[src/rtl/dsdac_pkg.sv]
package dsdac_pkg;
  // guard bits above the sample field in the loop arithmetic
  localparam int unsigned GUARD_BITS = 2;

  function automatic int unsigned acc_width(input int unsigned n);
    return n + GUARD_BITS;
  endfunction

  function automatic int unsigned in_width(input int unsigned n, input bit full);
    return n + (full ? 1 : 0);
  endfunction
endpackage

[src/rtl/dsdac_delta.sv]
module dsdac_delta #(
  parameter int unsigned DATA_W = 8,
  parameter int unsigned IN_W   = 8,
  parameter int unsigned ACC_W  = 10
) (
  input  logic [IN_W-1:0]  din,
  input  logic             fb_msb,
  output logic [ACC_W-1:0] delta
);
  localparam int unsigned PAD_W = ACC_W - IN_W;

  logic [ACC_W-1:0] din_wide;
  logic [ACC_W-1:0] fb_word;

  // unsigned sample zero-extended into the signed loop width
  assign din_wide = {{PAD_W{1'b0}}, din};
  // sign bit copied into both guard positions: 0 or -2^DATA_W
  assign fb_word  = {{dsdac_pkg::GUARD_BITS{fb_msb}}, {DATA_W{1'b0}}};

  always_comb begin
    delta = din_wide + fb_word;
  end
endmodule

[src/rtl/dsdac_sigma.sv]
module dsdac_sigma #(
  parameter int unsigned DATA_W     = 8,
  parameter bit          FULL_RANGE = 1'b0,
  parameter int unsigned IN_W       = 8,
  parameter int unsigned ACC_W      = 10
) (
  input  logic             clk,
  input  logic             rst_n,
  input  logic             en,
  input  logic [IN_W-1:0]  din,
  input  logic [ACC_W-1:0] delta,
  output logic             acc_msb
);
  localparam int unsigned     PAD_W   = ACC_W - IN_W;
  localparam logic [ACC_W-1:0] ACC_LO = {2'b01, {DATA_W{1'b0}}};
  localparam logic [ACC_W-1:0] ACC_HI = {2'b11, {DATA_W{1'b0}}};

  logic [ACC_W-1:0] acc_q;
  logic [ACC_W-1:0] acc_d;
  logic [ACC_W-1:0] din_wide;
  logic             din_legal;
  logic             acc_in_win;

  // next-state: running sum of the delta terms
  always_comb begin
    acc_d = acc_q + delta;
  end

  always_ff @(posedge clk or negedge rst_n) begin
    if (!rst_n) begin
      acc_q <= ACC_LO;
    end else if (en) begin
      acc_q <= acc_d;
    end
  end

  assign acc_msb = acc_q[ACC_W-1];

  // observation helpers for the properties below
  assign din_wide   = {{PAD_W{1'b0}}, din};
  assign din_legal  = (din_wide <= ACC_LO);
  assign acc_in_win = (acc_q >= ACC_LO) && (acc_q < ACC_HI);

  assert_acc_hold_R5: assert property (@(posedge clk) disable iff (!rst_n)
    !en |=> $stable(acc_q));

  assert_no_wrap_R8: assert property (@(posedge clk) disable iff (!rst_n)
    (en && din_legal && acc_in_win) |=> acc_in_win);

  assert_zero_quiet_R2: assert property (@(posedge clk) disable iff (!rst_n)
    (en && din_wide == '0 && !acc_msb) |=> !acc_msb);

  generate
    if (FULL_RANGE) begin : g_full_chk
      assert_full_scale_R4: assert property (@(posedge clk) disable iff (!rst_n)
        (en && din_wide == ACC_LO && acc_msb) |=> acc_msb);
    end
  endgenerate
endmodule

[src/rtl/dsdac_outreg.sv]
module dsdac_outreg (
  input  logic clk,
  input  logic rst_n,
  input  logic en,
  input  logic acc_msb,
  output logic dout
);
  logic dout_q;
  logic dout_d;

  always_comb begin
    dout_d = acc_msb;
  end

  always_ff @(posedge clk or negedge rst_n) begin
    if (!rst_n) begin
      dout_q <= 1'b0;
    end else if (en) begin
      dout_q <= dout_d;
    end
  end

  assign dout = dout_q;

  assert_pin_follows_R7: assert property (@(posedge clk) disable iff (!rst_n)
    en |=> (dout == $past(acc_msb)));

  assert_pin_hold_R5: assert property (@(posedge clk) disable iff (!rst_n)
    !en |=> $stable(dout));

  assert_reset_low_R6: assert property (@(posedge clk)
    !rst_n |-> (dout == 1'b0));
endmodule

[src/rtl/dsdac_mod.sv]
module dsdac_mod #(
  parameter int unsigned DATA_W     = 8,
  parameter bit          FULL_RANGE = 1'b0,
  localparam int unsigned IN_W      = dsdac_pkg::in_width(DATA_W, FULL_RANGE)
) (
  input  logic            clk,
  input  logic            rst_n,
  input  logic            en,
  input  logic [IN_W-1:0] din,
  output logic            dout
);
  localparam int unsigned ACC_W = dsdac_pkg::acc_width(DATA_W);

  logic [ACC_W-1:0] delta;
  logic             acc_msb;

  dsdac_delta #(
    .DATA_W (DATA_W),
    .IN_W   (IN_W),
    .ACC_W  (ACC_W)
  ) u_delta (
    .din    (din),
    .fb_msb (acc_msb),
    .delta  (delta)
  );

  dsdac_sigma #(
    .DATA_W     (DATA_W),
    .FULL_RANGE (FULL_RANGE),
    .IN_W       (IN_W),
    .ACC_W      (ACC_W)
  ) u_sigma (
    .clk     (clk),
    .rst_n   (rst_n),
    .en      (en),
    .din     (din),
    .delta   (delta),
    .acc_msb (acc_msb)
  );

  dsdac_outreg u_out (
    .clk     (clk),
    .rst_n   (rst_n),
    .en      (en),
    .acc_msb (acc_msb),
    .dout    (dout)
  );
endmodule

[config.mk]
export PLATFORM = sky130hd
export DESIGN_NAME = dsdac_mod
export DESIGN_NICKNAME = d
export VERILOG_FILES = /design/src/rtl/dsdac_pkg.sv /design/src/rtl/dsdac_delta.sv /design/src/rtl/dsdac_sigma.sv /design/src/rtl/dsdac_outreg.sv /design/src/rtl/dsdac_mod.sv
export SDC_FILE = /design/constraint.sdc
export NUM_CORES = 1
export LEC_CHECK = 0
export ABC_AREA = 1
export BUFFER_PORTS_ARGS = -buffer_cell sky130_fd_sc_hd__buf_2
export CORE_UTILIZATION = 45
export DETAILED_ROUTE_END_ITERATION = 10
export SYNTH_ARGS = -nofsm -noshare
export SYNTH_HDL_FRONTEND = slang
export SYNTH_HIERARCHICAL = 1
export SYNTH_SLANG_ARGS = --single-unit
export TNS_END_PERCENT = 1
[constraint.sdc]
create_clock -name clk -period 3.7 [get_ports clk]
set_clock_uncertainty 0.05 [all_clocks]
set_input_delay 0 -clock clk [delete_from_list [all_inputs] [get_ports clk]]
set_output_delay 0 -clock clk [all_outputs]
set_load 0.005 [all_outputs]
-- Word level (Yosys, flattened, before mapping)
Cells that the tools add are included.
- add/subtract/negate cells: 2
- operators with widths (cell ; count):
    $add A10 B10 Y10 ; 1
    $add A9 B9 Y10 ; 1
- bits of input ports: 11
- register bits: 11

-- Longest topological paths before layout
Gate-level depths: netlist of run 1.
- depth after elaboration: 2
- mapped depth: 11
- gate-level depth less buffers: 10

-- Modules after synthesis
The synthesis of run 1 kept the hierarchy.
- by module, submodules not included (module ; cells an instance ; instances ; area each (um2)):
    dsdac_sigma ; 117 ; 1 ; 854.6
    dsdac_delta ; 10 ; 1 ; 75.1
    dsdac_outreg ; 5 ; 1 ; 40.0

-- Worst setup path before layout of run 1
OpenSTA, ideal clock, no wires.
- kind: flip-flop to flip-flop
- from: register u_sigma.acc_q[0]
- to: register u_sigma.acc_q[6]
- required time: 3533 ps
- path buffers: 0
- slack: 2112 ps
- arrival time: 1420 ps
- cell stages (with the launch flop): 10
- library setup time: 117 ps
- cell sequence: dfrtp_1 -> ha_1 -> inv_1 -> fa_1 -> o21ai_2 -> nand2_1 -> nand2_1 -> nand2_1 -> nand3_1 -> nand2_1
- longest elaborated chain between the ends: 1
- ends and longest elaborated chain (what ; RTL line ; text):
    from (decl) ; dsdac_sigma.sv:18 ; logic [ACC_W-1:0] acc_q;
    from (signal assigned) ; dsdac_sigma.sv:31 ; acc_q <= ACC_LO;
    from (signal assigned) ; dsdac_sigma.sv:33 ; acc_q <= acc_d;
    $add A10 B10 Y10 ; dsdac_sigma.sv:26 ; acc_d = acc_q + delta;
No other way between the ends.
A chain may end at the register's enable or synchronous reset.

-- Worst setup path after layout of run 1
Ends and elaborated chain as after synthesis.

==> flow_metrics.env, run 1 <==
export IMPL_cts_htree_levels=1
export IMPL_synth_mux_area_share_pct=0
export IMPL_drc=0
export IMPL_setup_worst_path_class="reg2reg"
export IMPL_drive_gt1_share_pct=18.8
export IMPL_cts_setup_buffers=0
export IMPL_cap_viol_max_count=0
export IMPL_critPathMaxFanout=3
export IMPL_totalPowerFinal_uw=785
export IMPL_clk_insertion_delay_late_ns=0.27
export IMPL_crit_chain="ha_1 > inv_1 > fa_1 > o21ai_2 > nand2_1 > nand2_1 > nand2_1 > nand3_1 > nand2_1"
export IMPL_finalWorstPathRequiredPeriod_ns=1.73
export IMPL_cts_tree="built"
export IMPL_cts_buffers=3
export IMPL_rows=16
export IMPL_dieArea_sq_um=2340
export IMPL_slowest_stage="fa_1"
export IMPL_hold_path_class="in2async"
export IMPL_cts_sinks=11
export IMPL_viasPerCell=4.59
export IMPL_final_seq_area_sq_um=277
export IMPL_irDropWorstVdd_mv=0.356
export IMPL_worst_pin_slew_ns=0.404
export IMPL_routed_wl_um=1700
export IMPL_grt_use_total_pct=16.9
export IMPL_path_buf_inv=1
export IMPL_critPathRequiredTime_ns=3.82
export IMPL_setup_viol=0
export IMPL_worst_setup_path_start_kind="register"
export IMPL_status="finished clean"
export IMPL_cp_common_cell="nand2_1"
export IMPL_grt_pass1_vias=673
export IMPL_synth_fa_ha_area_share_pct=13.7
export IMPL_ioPinCount=12
export IMPL_wl_per_cell_um=10.3
export IMPL_clock_fmax_mhz=577
export IMPL_slowest_delay_ns=0.43
export IMPL_die_h_um=48.4
export IMPL_nNetsFinal=160
export IMPL_synth_fp_nets=153
export IMPL_antenna_found_initial=0
export IMPL_synth_xor_area_share_pct=2.71
export IMPL_timing_setup_tns_ns=0
export IMPL_netlist_area_sq_um=970
export IMPL_synth_compound_area_share_pct=8.77
export IMPL_grt_start_max_net_pins=13
export IMPL_dpl_hpwl_um=1270
export IMPL_yosys_area_share_simple_pct=30.5
export IMPL_cp_data_arrival_time_ns=1.85
export IMPL_first_pass_iters=4
export IMPL_rsz0062_at_grt="no"
export IMPL_clock_tree_root_cell="clkbuf_4"
export IMPL_antenna_left=0
export IMPL_gp_congestion=0.773
export IMPL_ctsHoldBuffers=3
export IMPL_port_buffers=11
export IMPL_num_vias=758
export IMPL_maxSlewViolCount=0
export IMPL_synth_distinct_cells=25
export IMPL_yosys_warnings=6
export IMPL_cts_clk_slew_worst_paths_ns=0.07
export IMPL_hold_viol_final=0
export IMPL_core_area_sq_um=2000
export IMPL_end_kind="register"
export IMPL_p_leak_nw=0.554
export IMPL_syn_to_final_growth_pct=4.90
export IMPL_crit_family="adder cells"
export IMPL_synth_top_family_by_area="simple AND/OR/NAND/NOR gates"
export IMPL_die_width_um=48.4
export IMPL_diodes=0
export IMPL_ys_ff_latch=11
export IMPL_multi_input_area_sq_um=539
export IMPL_cts_buffer_depth=2
export IMPL_post_route_period_util_pct=46.8
export IMPL_syn_inst=132
export IMPL_slew_headroom_pct=73.1
export IMPL_grt_pass1_wl_um=3030
export IMPL_overflow=0
export IMPL_cts_resized=0
export IMPL_ys_seq_area_share_pct=28.5
export IMPL_start_util_pct=48.4
export IMPL_fillerInstances=223
export IMPL_drt_iter0_drc=7
export IMPL_p_per_area_nw_per_um2=772
export IMPL_avgSynthCellArea_sq_um=7.35
[kinds of logic (layout without fill, tap and decap cells)]
family,count (synthesis),count (layout)
flops,11,11
fa+ha+maj,10,10
compound gates,12,12
buf+inv,27,33
xor+xnor,3,3
simple gates,69,69
[cell type report]
cell class / instances / area share [%]
multi-input combinational: 94 / 53.0
sequential: 11 / 27.2
timing repair buffer: 14 / 8.36
inverter: 15 / 5.54
tap: 27 / 3.32
clock buffer: 4 / 2.58
[registers in the layout (all words and copies together), names as in the netlist]
| signal | count |
|---|---|
| u_out/dout | 1 |
| u_sigma/acc_q | 10 |
[where the power goes]
group          total (mW)  switching, mW  internal [mW]
sequential          0.220         0.0388          0.181
clock              0.0843         0.0425         0.0418
combinational       0.481          0.275          0.207
total               0.785          0.356          0.429
[Yosys cell counts]
| cell | instances | area, sq um |
|---|---|---|
| o21ai_2 | 1 | 8.76 |
| nand4_1 | 1 | 6.26 |
| nand2_1 | 45 | 169 |
| nand3b_1 | 1 | 7.51 |
| a31oi_1 | 1 | 6.26 |
| o21ai_0 | 1 | 5.00 |
| buf_6 | 2 | 22.5 |
| o21ai_1 | 2 | 10.0 |
| nor2_2 | 2 | 12.5 |
| nor2_1 | 5 | 18.8 |
| a21oi_2 | 1 | 8.76 |
| dfrtp_1 | 10 | 250 |
| inv_2 | 1 | 3.75 |
| fa_1 | 1 | 20.0 |
| ha_1 | 9 | 113 |
| dfstp_2 | 1 | 26.3 |
| xnor2_1 | 3 | 26.3 |
| buf_4 | 10 | 75.1 |
| o21bai_4 | 1 | 18.8 |
| a21oi_1 | 4 | 20.0 |
| nand3_1 | 10 | 50.1 |
| or2_2 | 1 | 6.26 |
| inv_1 | 14 | 52.6 |
| o21a_1 | 1 | 7.51 |
| nand2_2 | 4 | 25.0 |
[final timing paths]
check,depth (start not counted),end,slack (ns),startpoint
hold / removal,2,u_sigma/acc_q[3],0.07,rst_n
setup reg to reg,9,u_sigma/acc_q[6],1.97,u_sigma/acc_q[0]
setup / recovery,9,u_sigma/acc_q[6],1.97,u_sigma/acc_q[0]
max in group asynchronous,2,u_sigma/acc_q[8],3.25,rst_n
hold reg to reg,2,u_sigma/acc_q[0],0.43,u_sigma/acc_q[0]
min in group clk,5,u_sigma/acc_q[6],0.16,din[6]
[layout by cell type (no fill, tap or decap), types with 3 or more instances in the layout]
cell,instances
a21oi_1,4
buf_2,11
clkbuf_4,3
dfrtp_1,10
dlygate4sd3_1,3
ha_1,9
inv_1,14
nand2_1,45
nand2_2,4
nand3_1,10
nor2_1,5
xnor2_1,3
[through the flow]
step           hold WS [ns]  instances  utilization [%]  setup slack, ns  cell area, sq um
3_5_place_dp         -0.159        158             48.0             1.98               961
6_report             0.0721        165             50.8             1.97              1020
4_1_cts              0.0737        165             50.8             1.96              1020
2_1_floorplan        -0.346        132                -             2.11               970
5_1_grt              0.0983        165             50.8             1.79              1020
3_3_place_gp         -0.159        158             48.0             2.03               961
[worst reg2reg max path: cells and delay by family (launching register included)]
kind                       cells  cell delay, ns
adders and majority gates      2            0.60
and+or+nand+nor                5            0.32
DFF                            1            0.35
buffers and inverters          1            0.09
AOI/OAI and AO/OA              1            0.23
[routing by layer]
| layer | part of all wire (%) | wire (um) | GRT usage [%] | vias up |
|---|---|---|---|---|
| met3 | 3.9 | 67 | 5.66 | 5 |
| met1 | 51 | 869 | 22.2 | 324 |
| met4 | 1.8 | 31 | 7.35 | 0 |
| met2 | 43 | 736 | 25.4 | 11 |
| met5 | 0 | 0 | 0 | - |
| li1 | - | - | - | 418 |
(Power assumes the default switching activity.)
==> run 2: changes to the inputs <==
Settings changed: PLACE_DENSITY set to 0.67.
Clock period 3.7 ns to 1.59 ns, I/O delays scaled along.
==> run 2 against run 1 <==
The run now ends with setup timing left. Sequential share of layout area decreased by 1.9 points. Setup slack got worse by 2.0 ns. Via count up 5.9%. Critical path type unchanged. Cell count rose by 1.8%. Highest routed layer is now met3.
==> flow_metrics.env, run 2 (same netlist as run 1, synthesis figures left out) <==
export IMPL_status="complete, but fails checks"
export IMPL_violations="setup timing"
export IMPL_top_usage_layer="met2"
export IMPL_antenna_left=0
export IMPL_rows=16
export IMPL_reg2regPathDepth=7
export IMPL_worst_pin_slew_ns=0.350
export IMPL_core_area_sq_um=2000
export IMPL_die_h_um=48.4
export IMPL_grt_use_total_pct=16.7
export IMPL_grt_pass1_vias=739
export IMPL_final_cell_mix="nand2_1 (44), inv_1 (13), buf_2 (11)"
export IMPL_cp_endpoint="u_sigma/acc_q[4]"
export IMPL_cp_depth=7
export IMPL_routed_wl_um=1830
export IMPL_overflow=0
export IMPL_gp_congestion=0.798
export IMPL_use_met2_pct=28.6
export IMPL_rr_endpoint="u_sigma/acc_q[4]"
export IMPL_grt_start_max_net_pins=13
export IMPL_nNetsFinal=163
export IMPL_end_kind="register"
export IMPL_crit_family="adder cells"
export IMPL_num_vias=803
export IMPL_path_buf_inv=2
export IMPL_cts_buffers=3
export IMPL_hold_path_class="in2reg"
export IMPL_worstReg2RegStart="u_sigma/acc_q[0]"
export IMPL_cap_viol_max_count=0
export IMPL_cts_htree_levels=1
export IMPL_met1_usage_pct=21.1
export IMPL_crit_chain="ha_2 > inv_2 > fa_2 > o21ai_4 > buf_4 > xnor2_1 > o21ai_1"
export IMPL_grt_pass1_wl_um=3110
export IMPL_port_buffers=11
export IMPL_top_register="u_sigma/acc_q"
export IMPL_setup_viol=3
export IMPL_maxSlewViolCount=0
export IMPL_dpl_hpwl_um=1350
export IMPL_start_util_pct=48.4
export IMPL_cts_clk_slew_worst_paths_ns=0.07
export IMPL_first_pass_iters=6
export IMPL_worst_slack_ns=-0.0454
export IMPL_finalWorstPathRequiredPeriod_ns=1.64
export IMPL_slowest_delay_ns=0.39
export IMPL_viasPerCell=4.78
export IMPL_hold_viol_final=0
export IMPL_die_width_um=48.4
export IMPL_dp_slack_ns=-0.0807
export IMPL_antenna_found_initial=0
export IMPL_p_leak_nw=0.569
export IMPL_critPathMaxFanout=3
export IMPL_hold_path_depth=4
export IMPL_ioPinCount=12
export IMPL_slew_headroom_pct=76.6
export IMPL_reg2reg_slack_ns=-0.05
export IMPL_drc=0
export IMPL_slowest_stage="fa_2"
export IMPL_cts_sinks=11
export IMPL_dieArea_sq_um=2340
export IMPL_final_common_cell="nand2_1"
export IMPL_cts_tree="built"
export IMPL_irDropWorstVdd_mv=0.960
export IMPL_clock_fmax_mhz=611
export IMPL_wl_per_cell_um=10.9
export IMPL_cp_data_arrival_time_ns=1.73
export IMPL_met3_usage_pct=4.72
export IMPL_diodes=0
export IMPL_clk_insertion_delay_late_ns=0.27
export IMPL_syn_to_final_growth_pct=12.6
export IMPL_finish_utilization_pct=54.6
export IMPL_critPathRequiredTime_ns=1.69
export IMPL_largest_reg_flops=10
export IMPL_setup_worst_path_class="reg2reg"
export IMPL_p_per_area_nw_per_um2=1850
export IMPL_worst_setup_path_start_kind="register"
export IMPL_drt_iter0_drc=15
export IMPL_cts_buffer_depth=2
export IMPL_drive_gt1_share_pct=28.4
export IMPL_post_route_period_util_pct=103
export IMPL_timing_setup_tns_ns=-0.0761
export IMPL_crit_start="u_sigma/acc_q[0]"
export IMPL_clock_tree_root_cell="clkbuf_4"
export IMPL_rsz0062_at_grt="yes"
[run 2: per-stage QoR]
stage / hold WS [ns] / area, sq um / instances / power, mW
finish: 0.0206 / 1090 / 168 / 2.02
global route: 0.0251 / 1090 / 168 / 2.24
CTS: 0.000599 / 1030 / 166 / 1.91
global placement: -0.158 / 976 / 160 / 1.63
detailed placement: -0.157 / 976 / 160 / 1.67
floorplan: -0.346 / 970 / 132 / 1.48
[run 2: how the worst min path moves through the flow]
| stage | from | end |
|---|---|---|
| 2_1_floorplan | rst_n | u_out/dout |
| 3_3_place_gp | rst_n | u_sigma/acc_q[3] |
| 3_5_place_dp | rst_n | u_sigma/acc_q[3] |
| 4_1_cts | din[0] | u_sigma/acc_q[0] |
| 5_1_grt | din[0] | u_sigma/acc_q[0] |
| 6_report | din[0] | u_sigma/acc_q[0] |
[run 2: what timing repair did]
action | 4_1_cts | 5_1_grt
endpoints found under the setup margin | 3 | 6
hold endpoints to repair | 12 | 0
pin swaps | 1 | 5
resized for setup | 2 | 9
setup buffers | 0 | 2
hold buffers | 2 | 0
[run 2: worst reg2reg max path, stage by stage, from the launching register on]
cell and delay (ns):
dfrtp_1 0.36, ha_2 0.19, inv_2 0.05, fa_2 0.39, o21ai_4 0.18, buf_4 0.13, xnor2_1 0.10, o21ai_1 0.07
[run 2: where the power goes]
| group | switching, mW | internal, mW | total (mW) |
|---|---|---|---|
| sequential | 0.0873 | 0.421 | 0.508 |
| clock | 0.0958 | 0.0972 | 0.193 |
| combinational | 0.727 | 0.591 | 1.32 |
| total | 0.910 | 1.11 | 2.02 |
[run 2: area by class of cell]
type | instances | area [sq um]
multi-input combinational | 94 | 594
sequential | 11 | 277
clock buffer | 4 | 26.3
fill | 212 | 910
timing repair buffer | 17 | 105
inverter | 15 | 56.3
tap | 27 | 33.8
[run 2: layer usage]
layer,wire length [um],part of all wire (%)
met1,867,47
met2,897,49
met3,67,3.7
met4,0,0
met5,0,0
